==> config.mk <==
export PLATFORM = sky130hd
export DESIGN_NAME = flash_page_reader
export DESIGN_NICKNAME = d
export VERILOG_FILES = /design/src/rtl/fpr_pkg.sv /design/src/rtl/fpr_step_rom.sv /design/src/rtl/fpr_wb_access.sv /design/src/rtl/fpr_timer.sv /design/src/rtl/flash_page_reader.sv
export SDC_FILE = /design/constraint.sdc
export NUM_CORES = 1
export LEC_CHECK = 0
export CAP_MARGIN = 20
export CORE_MARGIN = 2
export CORE_UTILIZATION = 53
export DETAILED_ROUTE_END_ITERATION = 16
export PLACE_DENSITY_LB_ADDON = 0.3
export RECOVER_POWER = 100
export SYNTH_ARGS = -nofsm -noshare
export SYNTH_HDL_FRONTEND = slang
export SYNTH_SLANG_ARGS = --single-unit
==> constraint.sdc <==
create_clock -name clk_i -period 2.5 [get_ports clk_i]
set_input_delay 0.75 -clock clk_i [delete_from_list [all_inputs] [get_ports clk_i]]
set_output_delay 0.75 -clock clk_i [all_outputs]
set_load 0.05 [all_outputs]
==> src/rtl/fpr_pkg.sv <==
package fpr_pkg;
  typedef enum logic [2:0] {OP_CTRL, OP_TX, OP_RX, OP_WAIT, OP_GAP} op_e;

  localparam logic [7:0] ADR_CTRL    = 8'h70;
  localparam logic [7:0] ADR_TX      = 8'h71;
  localparam logic [7:0] ADR_RX      = 8'h73;
  localparam logic [7:0] FRAME_OPEN  = 8'h80;
  localparam logic [7:0] FRAME_CLOSE = 8'h00;

  localparam int STEP_W     = 6;
  localparam int LAST_STEP  = 50;
  localparam int PAGE_BYTES = 16;
  localparam int RX_FIRST   = 23;
  localparam int RX_LAST    = RX_FIRST + PAGE_BYTES - 1;

  function automatic logic [7:0] op_addr(op_e op);
    case (op)
      OP_CTRL: op_addr = ADR_CTRL;
      OP_RX:   op_addr = ADR_RX;
      default: op_addr = ADR_TX;
    endcase
  endfunction
endpackage

==> src/rtl/fpr_step_rom.sv <==
module fpr_step_rom
  import fpr_pkg::*;
#(
  parameter int PAGE_W = 14
) (
  input  logic [STEP_W-1:0] step_i,
  input  logic [PAGE_W-1:0] page_i,
  output op_e               op_o,
  output logic [7:0]        data_o
);
  logic [15:0] page_ext;
  assign page_ext = 16'(page_i);

  always_comb begin
    op_o   = OP_TX;
    data_o = 8'h00;
    if (int'(step_i) >= RX_FIRST && int'(step_i) <= RX_LAST) begin
      op_o = OP_RX;
    end else begin
      case (step_i)
        6'd0, 6'd7, 6'd17, 6'd40, 6'd45, 6'd50: begin
          op_o   = OP_CTRL;
          data_o = FRAME_OPEN;
        end
        6'd5, 6'd16, 6'd39, 6'd44: begin
          op_o   = OP_CTRL;
          data_o = FRAME_CLOSE;
        end
        6'd6:  op_o = OP_WAIT;
        6'd22: op_o = OP_GAP;
        6'd1:  data_o = 8'h74;
        6'd2:  data_o = 8'h08;
        6'd8:  data_o = 8'hB4;
        6'd12: data_o = 8'h40;
        6'd14: data_o = page_ext[15:8];
        6'd15: data_o = page_ext[7:0];
        6'd18: data_o = 8'hCA;
        6'd19: data_o = 8'h10;
        6'd21: data_o = 8'h01;
        6'd41: data_o = 8'h26;
        6'd46, 6'd47, 6'd48, 6'd49: data_o = 8'hFF;
        default: data_o = 8'h00;
      endcase
    end
  end
endmodule

==> src/rtl/fpr_wb_access.sv <==
module fpr_wb_access #(
  parameter int ADR_W = 8,
  parameter int DAT_W = 8
) (
  input  logic             clk_i,
  input  logic             rst_ni,
  input  logic             req_i,
  input  logic             we_i,
  input  logic [ADR_W-1:0] adr_i,
  input  logic [DAT_W-1:0] wdat_i,
  output logic             done_o,
  output logic [DAT_W-1:0] rdat_o,
  output logic             wb_cyc_o,
  output logic             wb_stb_o,
  output logic             wb_we_o,
  output logic [ADR_W-1:0] wb_adr_o,
  output logic [DAT_W-1:0] wb_dat_o,
  input  logic [DAT_W-1:0] wb_dat_i,
  input  logic             wb_ack_i
);
  typedef enum logic [1:0] {A_IDLE, A_ACTIVE, A_SPACE} acc_state_e;
  acc_state_e state_q;
  logic stb_q, we_q;
  logic [ADR_W-1:0] adr_q;
  logic [DAT_W-1:0] dat_q, rdat_q;

  always_ff @(posedge clk_i or negedge rst_ni) begin
    if (!rst_ni) begin
      state_q <= A_IDLE;
      stb_q   <= 1'b0;
      we_q    <= 1'b0;
      adr_q   <= '0;
      dat_q   <= '0;
      rdat_q  <= '0;
    end else begin
      case (state_q)
        A_IDLE: if (req_i) begin
          stb_q   <= 1'b1;
          we_q    <= we_i;
          adr_q   <= adr_i;
          dat_q   <= wdat_i;
          state_q <= A_ACTIVE;
        end
        A_ACTIVE: if (wb_ack_i) begin
          stb_q   <= 1'b0;
          we_q    <= 1'b0;
          rdat_q  <= wb_dat_i;
          state_q <= A_SPACE;
        end
        default: state_q <= A_IDLE;  // forced strobe-low cycle
      endcase
    end
  end

  assign done_o   = (state_q == A_SPACE);
  assign rdat_o   = rdat_q;
  assign wb_cyc_o = stb_q;
  assign wb_stb_o = stb_q;
  assign wb_we_o  = we_q;
  assign wb_adr_o = adr_q;
  assign wb_dat_o = dat_q;
endmodule

==> src/rtl/fpr_timer.sv <==
module fpr_timer #(
  parameter int CNT_W = 9
) (
  input  logic             clk_i,
  input  logic             rst_ni,
  input  logic             load_i,
  input  logic [CNT_W-1:0] load_val_i,
  output logic             expired_o
);
  logic [CNT_W-1:0] cnt_q;

  always_ff @(posedge clk_i or negedge rst_ni) begin
    if (!rst_ni)              cnt_q <= '0;
    else if (load_i)          cnt_q <= load_val_i;
    else if (cnt_q != '0)     cnt_q <= cnt_q - 1'b1;
  end

  assign expired_o = (cnt_q == CNT_W'(1));
endmodule

==> src/rtl/flash_page_reader.sv <==
module flash_page_reader
  import fpr_pkg::*;
#(
  parameter int CLK_MHZ    = 50,
  parameter int WAIT_US    = 5,
  parameter int GAP_CYCLES = 8,
  parameter int PAGE_W     = 14
) (
  input  logic              clk_i,
  input  logic              rst_ni,
  input  logic              start_i,
  input  logic [PAGE_W-1:0] page_i,
  output logic              busy_o,
  output logic              done_o,
  output logic              byte_valid_o,
  output logic [7:0]        byte_o,
  output logic              wb_cyc_o,
  output logic              wb_stb_o,
  output logic              wb_we_o,
  output logic [7:0]        wb_adr_o,
  output logic [7:0]        wb_dat_o,
  input  logic [7:0]        wb_dat_i,
  input  logic              wb_ack_i
);
  localparam int DELAY_RAW = WAIT_US * CLK_MHZ;
  localparam int DELAY_CYC = (DELAY_RAW < 1) ? 1 : DELAY_RAW;
  localparam int GAP_CYC   = (GAP_CYCLES < 1) ? 1 : GAP_CYCLES;
  localparam int TMR_MAX   = (DELAY_CYC > GAP_CYC) ? DELAY_CYC : GAP_CYC;
  localparam int TMR_W     = $clog2(TMR_MAX + 1);

  typedef enum logic [1:0] {S_IDLE, S_ISSUE, S_ACCESS, S_TIMER} seq_state_e;

  seq_state_e        state_q;
  logic [STEP_W-1:0] step_q;
  logic [PAGE_W-1:0] page_q;
  logic              done_q, bv_q;
  logic [7:0]        byte_q;

  op_e        cur_op;
  logic [7:0] cur_data;
  logic       is_access, acc_req, acc_done;
  logic [7:0] acc_rdat;
  logic       tmr_load, tmr_expired;
  logic [TMR_W-1:0] tmr_val;

  fpr_step_rom #(.PAGE_W(PAGE_W)) u_rom (
    .step_i (step_q),
    .page_i (page_q),
    .op_o   (cur_op),
    .data_o (cur_data)
  );

  assign is_access = (cur_op == OP_CTRL) || (cur_op == OP_TX) || (cur_op == OP_RX);
  assign acc_req   = (state_q == S_ISSUE) && is_access;
  assign tmr_load  = (state_q == S_ISSUE) && !is_access;
  assign tmr_val   = (cur_op == OP_WAIT) ? TMR_W'(DELAY_CYC) : TMR_W'(GAP_CYC);

  fpr_wb_access #(.ADR_W(8), .DAT_W(8)) u_acc (
    .clk_i    (clk_i),
    .rst_ni   (rst_ni),
    .req_i    (acc_req),
    .we_i     (cur_op != OP_RX),
    .adr_i    (op_addr(cur_op)),
    .wdat_i   (cur_data),
    .done_o   (acc_done),
    .rdat_o   (acc_rdat),
    .wb_cyc_o (wb_cyc_o),
    .wb_stb_o (wb_stb_o),
    .wb_we_o  (wb_we_o),
    .wb_adr_o (wb_adr_o),
    .wb_dat_o (wb_dat_o),
    .wb_dat_i (wb_dat_i),
    .wb_ack_i (wb_ack_i)
  );

  fpr_timer #(.CNT_W(TMR_W)) u_tmr (
    .clk_i      (clk_i),
    .rst_ni     (rst_ni),
    .load_i     (tmr_load),
    .load_val_i (tmr_val),
    .expired_o  (tmr_expired)
  );

  always_ff @(posedge clk_i or negedge rst_ni) begin
    if (!rst_ni) begin
      state_q <= S_IDLE;
      step_q  <= '0;
      page_q  <= '0;
      done_q  <= 1'b0;
      bv_q    <= 1'b0;
      byte_q  <= '0;
    end else begin
      done_q <= 1'b0;
      bv_q   <= 1'b0;
      case (state_q)
        S_IDLE: if (start_i) begin
          page_q  <= page_i;
          step_q  <= '0;
          state_q <= S_ISSUE;
        end
        S_ISSUE: state_q <= is_access ? S_ACCESS : S_TIMER;
        S_ACCESS: if (acc_done) begin
          if (cur_op == OP_RX) begin
            bv_q   <= 1'b1;
            byte_q <= acc_rdat;
          end
          if (int'(step_q) == LAST_STEP) begin
            done_q  <= 1'b1;
            step_q  <= '0;
            state_q <= S_IDLE;
          end else begin
            step_q  <= step_q + 1'b1;
            state_q <= S_ISSUE;
          end
        end
        default: if (tmr_expired) begin
          step_q  <= step_q + 1'b1;
          state_q <= S_ISSUE;
        end
      endcase
    end
  end

  assign busy_o       = (state_q != S_IDLE);
  assign done_o       = done_q;
  assign byte_valid_o = bv_q;
  assign byte_o       = byte_q;
endmodule

==> results of run 1 <==
[worst max-delay path by stage]
stage	start	to	slack [ns]	cells after the start
global route	u_acc.wb_adr_o[5]	wb_adr_o[4]	0.11	1
detailed placement	start_i	step_q[3]	0.28	5
global placement	start_i	step_q[3]	0.31	5
CTS	u_acc.wb_adr_o[5]	wb_adr_o[5]	0.19	1
floorplan	state_q[1]	u_acc.wb_dat_o[7]	0.36	7
finish	u_acc.wb_adr_o[5]	wb_adr_o[5]	0.14	1
[through the flow]
step                      instances  worst slack, ns
after floorplan                 332            0.364
after global placement          450            0.306
after detailed placement        450            0.284
after CTS                       466            0.192
after global routing            466            0.107
final                           466            0.139
[cell type report]
type                    count  area, um^2  share of cell area, %
repair buffers             67         614                   14.5
multi-input cells         232        1640                   38.9
flip-flops and latches     63        1580                   37.3
inverters                  11        41.3                  0.978
clock buffers               9         124                   2.93
clock inverters             7         128                   3.02
well taps                  77        96.3                   2.28
[sequential cells by signal, summed over array words and instances, names as in the netlist]
register	flops
u_acc.wb_we_o	1
done_o	1
u_acc.state_q	2
u_acc.wb_adr_o	3
u_acc.rdat_o	8
step_q	6
u_tmr.cnt_q	8
page_q	14
state_q	2
u_acc.wb_dat_o	8
byte_o	8
u_acc.wb_cyc_o	1
byte_valid_o	1
[metal layers]
layer	up-vias	global-route usage (%)
li1	1290	-
met1	1280	31.5
met2	83	32.7
met3	10	3.86
met4	0	9.24
met5	-	0
[logic make-up (layout without fill, tap and decap cells)]
family          after synthesis  after routing
fa+ha+maj                    10             10
mux                          31             31
simple gates                115            115
flops                        63             63
other cells                   1              3
xor+xnor                      7              7
buf+inv                      37             94
compound gates               66             66
[power by group]
part	internal (mW)	switching, mW
registers	1.39	0.301
clock network	0.678	0.442
logic	0.905	1.20
total	2.97	1.94
[cell usage in the layout, fill, tap and decap left out, types with 4 or more instances in the layout]
cell type	netlist	routed
a221oi_1	7	7
a22o_1	5	5
dlygate4sd3_1	0	28
mux2i_1	5	5
a21oi_1	4	4
clkdlybuf4s50_1	0	22
nor2b_1	8	8
o22ai_1	5	5
inv_1	10	10
nand3_1	7	7
clkbuf_8	0	9
xnor2_1	6	6
dfrtp_1	63	63
ha_1	10	10
buf_4	6	12
nand2b_1	5	5
mux2_2	26	26
o21ai_0	19	19
nand2_1	42	42
a211oi_1	4	4
nor2_1	14	14
==> impl_metrics.csv, run 1 <==
group,metric,value,unit
sta,finClkSkew,0.00714,ns
floorplanning,design.die.area,7050,um^2
global_routing,antenna_found_initial,0,
drt,initial_drc_count,121,
yosys,postSynthCellCount,330,
critical_path,ff2ff_path_depth,7,
place,hpwl,5160,um
clocking,cts_tree,"built",
hold_path,worst_hold_path.endpoint,"u_acc.wb_dat_o[5]",
clocking,cts.sink_count,63,
sta,post-route-period-util,94.4,%
layout,drive_above_1_share,15.9,%
critical_path,rr_endpoint,"byte_o[3]",
clocking,clock_insertion_delay_worst_skew,0.35,ns
yosys,post_synth_instance_area,3390,um^2
critical_path,cpLargestDelayFamily,"buffers and inverters",
drt,wire_per_inst,15.2,um
clocking,clkTransAtPathRegs,0.08,ns
yosys,synthTopCellsByArea,"dfrtp_1 (46%), mux2_2 (8.6%), nand2_1 (4.6%)",
power,p_per_area,1160,nW/um^2
drt,detail_route.first_pass.iterations,4,
layout,final.fill_count,473,
sta,timing.final.hold_violations,0,
yosys,yosys_register_bits,63,
power,irDropWorstVdd,623,uV
floorplanning,floorplan.initialDensity,54.0,%
drt,drt_wl_total,7100,um
yosys,synth_xor_area_share,1.81,%
yosys,most_frequently_used_cell_type_in_the_post_synthesis_netlist,"dfrtp_1",
layout,num-nets-final,420,
yosys,synth_enable_flop_cells,0,
yosys,synth_compound_gate_area_share,14.0,%
clocking,postCtsSetupBuffers,0,
drt,drc,0,
sta,worst_slew_pin_slew,1.30,ns
global_routing,grt_pass1_wl,12400,um
drt,highest_layer,"met4",
critical_path,timing.critical_path.buf_inv,1,
sta,setup_tns,0,ns
sta,finalCriticalPeriod,2.36,ns
critical_path,worst-r2r-setup-slack,0.31,ns
yosys,simple_logic_cell_fraction_of_the_synthesized_area,18.5,%
yosys,synth_top_family_by_area,"simple AND/OR/NAND/NOR gates",
drt,met1_routed_wirelength_after_detailed_routing,3320,um
clocking,clockRootBuffer,"clkbuf_8",
layout,syn_to_final_growth,24.5,%
sta,rsz_0062_raised_after_global_routing,"no",
floorplanning,vert_die_dim,84.0,um
hold_path,hold_path.class,"reg -> reg",
critical_path,cp_slowest_stage_delay,0.88,ns
drt,via_per_inst,5.71,
yosys,syn_area_per_cell,10.3,um^2
critical_path,cp-end-kind,"output port",
yosys,synth-adder-area-share,3.69,%
drt,met2WireLength,3300,um
place,gp_congestion,0.880,
drt,vias,2663,
place,io_buffers,52,
clocking,cts_made_buffers,9,
power,power.static_leakage,1.89,nW
yosys,synth_seq_area_share,46.5,%
sta,final_report_max_slew_violation_count,0,
floorplanning,boundaryPins,56,
drt,postRouteAntennaNets,0,
global_routing,grt_util_all_layers,21.9,%
yosys,yosysWarningCount,0,
yosys,synthDominantAreaCellType,"dfrtp_1",
floorplanning,fp.coreArea,6280,um^2
layout,insertedDiodeCount,0,
critical_path,timing.critical_path.arrival,1.61,ns
critical_path,path_cells,"dlygate4sd3_1",
clocking,cts_buffer_depth,2,
critical_path,timing.critical_path.from_type,"flip-flop",
global_routing,grt_max_degree,41,
global_routing,gr-total-overflow,0,
yosys,muxShareOfSynthArea,10.1,%
critical_path,timing_worst_setup_path_type,"reg -> out",
yosys,synth_ff_type,"dfrtp_1",
power,design_power_total,4.91,mW
critical_path,worst_path_max_delay_cell,"dlygate4sd3_1",
critical_path,worst-endpoint-required,1.75,ns
run_status,outcome,"finished, final reports clean",
drt,met3_length,350,um
critical_path,timing.critical_path.fanout_max,4,
sta,finalHoldWorstSlack,0.479,ns
sta,maxClockFrequency,424,MHz
hold_path,whs_path_depth,2,
critical_path,regToRegStartpoint,"step_q[0]",
yosys,commonest_cells_in_the_synthesized_netlist,"dfrtp_1 (63), nand2_1 (42), mux2_2 (26), o21ai_0 (19), nor2_1 (14)",
clocking,h-tree-depth,3,
yosys,asyncSetResetFlopFracSynth,100,%
hold_path,hold_start,"u_acc.wb_dat_o[5]",
sta,setup_viol_count_final,0,
global_routing,grt_pass1_vias,2528,
yosys,share_of_the_synthesized_area_in_the_top_cell_type,46.5,%
place,detailed_place.area,4000,um^2
sta,max_slew_headroom,13.1,%
layout,final_cell_area,4220,um^2
layout,final_util,67.3,%
floorplanning,chipWidth,84.0,um
yosys,netlist-cell-type-count,59,
job,cap_viol_max_count,0,
floorplanning,rows,29,
clocking,cts_resized,0,
clocking,cts_hold_buf,0,
(Power assumes the default switching activity.)
==> inputs of run 2 (changes only) <==
Settings changed: CTS_CLUSTER_SIZE set to 25.
Clock period 2.5 ns to 2.4 ns, I/O delays scaled along.
==> impl_metrics.csv, run 2 (synthesis results as in run 1) <==
group,metric,value,unit
critical_path,cpLargestDelayFamily,"buffers and inverters",
clocking,cts_tree,"built",
hold_path,whs_path_depth,2,
drt,postRouteAntennaNets,0,
sta,rsz_0062_raised_after_global_routing,"no",
power,clkPwrFrac,19.9,%
critical_path,timing.critical_path.from_type,"flip-flop",
critical_path,path_cells,"dlygate4sd3_1",
clocking,clockRootBuffer,"clkbuf_8",
layout,largest-register,"page_q",
critical_path,worst-endpoint-required,1.68,ns
drt,detail_route.first_pass.iterations,4,
sta,setup_tns,0,ns
clocking,h-tree-depth,3,
sta,finalCriticalPeriod,2.32,ns
clocking,cts_hold_buf,0,
layout,final_common_cell,"dfrtp_1",
layout,final_util,67.1,%
critical_path,timing_worst_setup_path_type,"reg -> out",
global_routing,antenna_found_initial,0,
sta,timing.final.hold_violations,0,
sta,finClkSkew,0.00793,ns
floorplanning,boundaryPins,56,
job,cap_viol_max_count,1,
critical_path,worst_path_max_delay_cell,"dlygate4sd3_1",
floorplanning,fp.coreArea,6280,um^2
drt,drt_wl_total,7180,um
layout,most-common-layout-cells,"dfrtp_1 (63), nand2_1 (42), mux2_2 (26)",
sta,worst_slew_pin_slew,1.53,ns
power,power_frac_seq,35.1,%
drt,via_per_inst,5.69,
floorplanning,floorplan.initialDensity,54.0,%
critical_path,timing.critical_path.arrival,1.60,ns
power,power.share.combinational,45.0,%
layout,syn_to_final_growth,24.2,%
drt,drc,0,
clocking,cts_made_buffers,9,
sta,maxClockFrequency,432,MHz
critical_path,worst-r2r-setup-slack,0.26,ns
clocking,cts_resized,0,
critical_path,cp_slowest_stage_delay,0.88,ns
global_routing,grt_pass1_vias,2596,
layout,insertedDiodeCount,0,
floorplanning,chipWidth,84.0,um
power,power.static_leakage,1.91,nW
global_routing,grt_pass1_wl,12400,um
run_status,violations_in_the_final_reports,"capacitance limit, slew limit",
layout,drive_above_1_share,17.0,%
run_status,outcome,"finished, violations left",
power,switching_share,39.6,%
critical_path,regToRegStartpoint,"step_q[1]",
clocking,cts_buffer_depth,2,
hold_path,worst_hold_path.endpoint,"u_acc.rdat_o[1]",
hold_path,hold_start,"u_acc.rdat_o[1]",
drt,vias,2673,
global_routing,grt_max_degree,64,
critical_path,rr_endpoint,"u_acc.wb_dat_o[7]",
clocking,cts.sink_count,63,
power,power.net_switching,1.97,mW
sta,post-route-period-util,96.5,%
layout,num-nets-final,424,
critical_path,ff2ff_path_depth,7,
sta,setup_viol_count_final,0,
power,design_power_total,4.97,mW
power,irDropWorstVdd,754,uV
layout,largest_register_ff_count,14,
place,gp_congestion,0.844,
critical_path,timing.critical_path.buf_inv,1,
power,p_per_area,1180,nW/um^2
global_routing,gr-total-overflow,0,
floorplanning,design.die.area,7050,um^2
critical_path,cp-end-kind,"output port",
clocking,postCtsSetupBuffers,0,
floorplanning,vert_die_dim,84.0,um
clocking,clkTransAtPathRegs,0.07,ns
place,hpwl,5130,um
hold_path,hold_path.class,"reg -> reg",
power,intPower,3.01,mW
sta,max_slew_headroom,-2.19,%
drt,wire_per_inst,15.3,um
sta,final_report_max_slew_violation_count,64,
floorplanning,rows,29,
clocking,clock_insertion_delay_worst_skew,0.35,ns
place,io_buffers,52,
global_routing,grt_util_all_layers,22.1,%
critical_path,timing.critical_path.fanout_max,2,
drt,initial_drc_count,209,
[run 2: cell types whose count changed in the layout (fill, tap and decap cells not counted), sizes merged]
cell	before	now
buf	12	17
bufinv	3	2
clkdlybuf4s50	22	25
clkinv	2	4
dlygate4sd3	28	25
inv	13	11
[run 2: how the worst max path moves through the flow]
stage | start | to | slack [ns] | depth (start not counted)
global route | u_acc.wb_dat_o[7] | wb_dat_o[7] | 0.05 | 1
CTS | u_acc.wb_adr_o[5] | wb_adr_o[4] | 0.12 | 1
finish | u_acc.wb_adr_o[1] | wb_adr_o[1] | 0.08 | 1
global placement | start_i | step_q[4] | 0.24 | 5
floorplan | state_q[1] | u_acc.wb_dat_o[7] | 0.26 | 7
detailed placement | start_i | step_q[4] | 0.22 | 5
[run 2: through the flow]
step                      area, um^2  worst slack (ns)  instances  hold slack [ns]
after global placement          4040             0.240        454            0.452
after detailed placement        4040             0.217        454            0.457
after global routing            4210            0.0543        470            0.490
after CTS                       4250             0.124        470            0.388
final                           4210            0.0842        470            0.470
after floorplan                 3400             0.264        332            0.424
[run 2: power by group through the flow]
stage	sequential (mW)	clock, mW	combinational, mW
after CTS	1.75	1.01	2.31
after global placement	1.75	0	2.24
after global routing	1.80	1.05	2.47
after floorplan	1.87	0	1.52
final	1.75	0.988	2.24
after detailed placement	1.77	0	2.29
[run 2: cell type report]
class	instances	area (um^2)
Fill cell	494	2060
Multi-Input combinational cell	232	1640
Sequential cell	63	1580
Timing Repair Buffer	71	644
Clock buffer	10	128
Tap cell	77	96.3
Clock inverter	6	83.8
Inverter	11	41.3
[run 2: layer usage]
layer | GRT usage (%) | routed length [um] | vias to the layer above
li1 | - | - | 1297
met1 | 29.7 | 3280 | 1292
met2 | 35.3 | 3460 | 72
met3 | 4.55 | 302 | 12
met4 | 8.65 | 126 | 0
met5 | 0 | 0 | -
==> inputs of run 3 (changes only) <==
Settings changed: GPL_TIMING_DRIVEN set to 0.
==> impl_metrics.csv, run 3 (synthesis results as in run 1) <==
group,metric,value,unit
run_status,outcome,"finished, final reports clean",
sta,timing.final.hold_violations,0,
place,gp_congestion,0.897,
sta,max_slew_headroom,23.9,%
power,irDropWorstVdd,677,uV
global_routing,gr-total-overflow,0,
sta,final_report_max_slew_violation_count,0,
critical_path,regToRegStartpoint,"state_q[1]",
floorplanning,fp.coreArea,6280,um^2
sta,setup_slack,0.0615,ns
critical_path,timing.critical_path.fanout_max,3,
floorplanning,floorplan.initialDensity,54.0,%
clocking,h-tree-depth,3,
sta,finalCriticalPeriod,2.34,ns
power,power.static_leakage,1.90,nW
critical_path,timing.critical_path.from_type,"flip-flop",
clocking,clkTransAtPathRegs,0.07,ns
clocking,clockRootBuffer,"clkbuf_8",
hold_path,hold_path.class,"reg -> reg",
layout,final_common_cell,"dfrtp_1",
critical_path,cp-end-kind,"output port",
floorplanning,chipWidth,84.0,um
clocking,postCtsSetupBuffers,0,
layout,final_cell_area,4210,um^2
critical_path,worst-endpoint-required,1.68,ns
drt,wire_per_inst,15.6,um
drt,initial_drc_count,142,
global_routing,grt_max_degree,43,
power,design_power_total,4.93,mW
sta,setup_viol_count_final,0,
layout,num-nets-final,432,
global_routing,grt_pass1_vias,2635,
sta,setup_tns,0,ns
critical_path,rr_endpoint,"u_acc.wb_dat_o[7]",
drt,via_per_inst,5.62,
critical_path,path_cells,"clkbuf_4, clkdlybuf4s50_1",
place,detailed_place.area,4030,um^2
power,p_per_area,1170,nW/um^2
layout,insertedDiodeCount,0,
drt,postRouteAntennaNets,0,
clocking,cts_made_buffers,9,
place,pre_cts_setup_slack,0.00936,ns
floorplanning,design.die.area,7050,um^2
global_routing,grt_util_all_layers,23.5,%
clocking,cts_buffer_depth,2,
sta,maxClockFrequency,428,MHz
layout,largest-register,"page_q",
place,hpwl,5500,um
floorplanning,boundaryPins,56,
critical_path,ff2ff_path_depth,7,
global_routing,antenna_found_initial,0,
place,io_buffers,52,
layout,drive_above_1_share,16.2,%
layout,most-common-layout-cells,"dfrtp_1 (63), nand2_1 (42), mux2_2 (26)",
drt,detail_route.first_pass.iterations,6,
global_routing,grt_pass1_wl,13100,um
critical_path,worst_path_max_delay_cell,"clkdlybuf4s50_1",
layout,largest_register_ff_count,14,
critical_path,timing.critical_path.arrival,1.62,ns
layout,syn_to_final_growth,24.2,%
clocking,cts_hold_buf,0,
critical_path,worst-r2r-setup-slack,0.07,ns
job,cap_viol_max_count,0,
floorplanning,rows,29,
clocking,cts_tree,"built",
drt,vias,2684,
critical_path,cp_slowest_stage_delay,0.78,ns
drt,drt_wl_total,7470,um
critical_path,worst_setup_path_endpoint,"wb_stb_o",
sta,finClkSkew,0.00633,ns
sta,finalHoldWorstSlack,0.476,ns
critical_path,timing_worst_setup_path_type,"reg -> out",
floorplanning,vert_die_dim,84.0,um
sta,worst_slew_pin_slew,1.14,ns
sta,rsz_0062_raised_after_global_routing,"no",
sta,post-route-period-util,97.4,%
critical_path,critPathLaunch,"u_acc.wb_cyc_o",
clocking,cts.sink_count,63,
clocking,clock_insertion_delay_worst_skew,0.34,ns
drt,drc,0,
==> run 3: how the worst min path moves through the flow <==
stage                 startpoint           endpoint  slack (ns)  depth (start not counted)
4_1_cts                   rst_ni          step_q[2]        0.34                          1
2_1_floorplan             rst_ni          byte_o[0]        0.42                          0
6_report       u_acc.wb_dat_o[6]  u_acc.wb_dat_o[6]        0.48                          2
5_1_grt        u_acc.wb_dat_o[6]  u_acc.wb_dat_o[6]        0.51                          2
3_5_place_dp     u_acc.rdat_o[5]    u_acc.rdat_o[5]        0.46                          2
3_3_place_gp     u_acc.rdat_o[7]    u_acc.rdat_o[7]        0.45                          2
==> run 3: layout make-up <==
class,count,area [um^2]
fill,499,2070
multi-input combinational,232,1650
sequential,63,1580
timing repair buffer,53,510
buffer,26,136
clock buffer,9,124
tap,77,96.3
clock inverter,7,73.8
inverter,11,41.3
==> run 3: critical path: cells and delay by family, from the launching register on <==
kind	cells	cell delay [ns]
flops	1	0.36
buf+inv	2	0.91
==> run 3: layer usage <==
layer  global-route usage (%)  vias up  part of all wire (%)
met5                        0        -                     0
met4                     6.60        0                   1.1
met3                     5.64        7                   4.8
met2                     37.5       72                    48
met1                     32.1     1290                    46
li1                         -     1315                     -
==> run 3: per-stage QoR <==
step	util [%]	cells
final	67.1	478
after global routing	67.1	478
after CTS	67.4	478
after detailed placement	64.2	462
after global placement	64.0	461
after floorplan	-	332
==> run 3: report_power, final <==
| part | internal [mW] | switching [mW] | leakage, nW |
|---|---|---|---|
| sequential | 1.45 | 0.279 | 0.791 |
| clock | 0.480 | 0.433 | 0.0992 |
| combinational | 0.959 | 1.34 | 1.01 |
==> run 3: what timing repair did <==
| action | in CTS | in global routing |
|---|---|---|
| resized for setup | 3 | 5 |
| endpoints found under the setup margin | 1 | 15 |
| hold endpoints to repair | 0 | 0 |
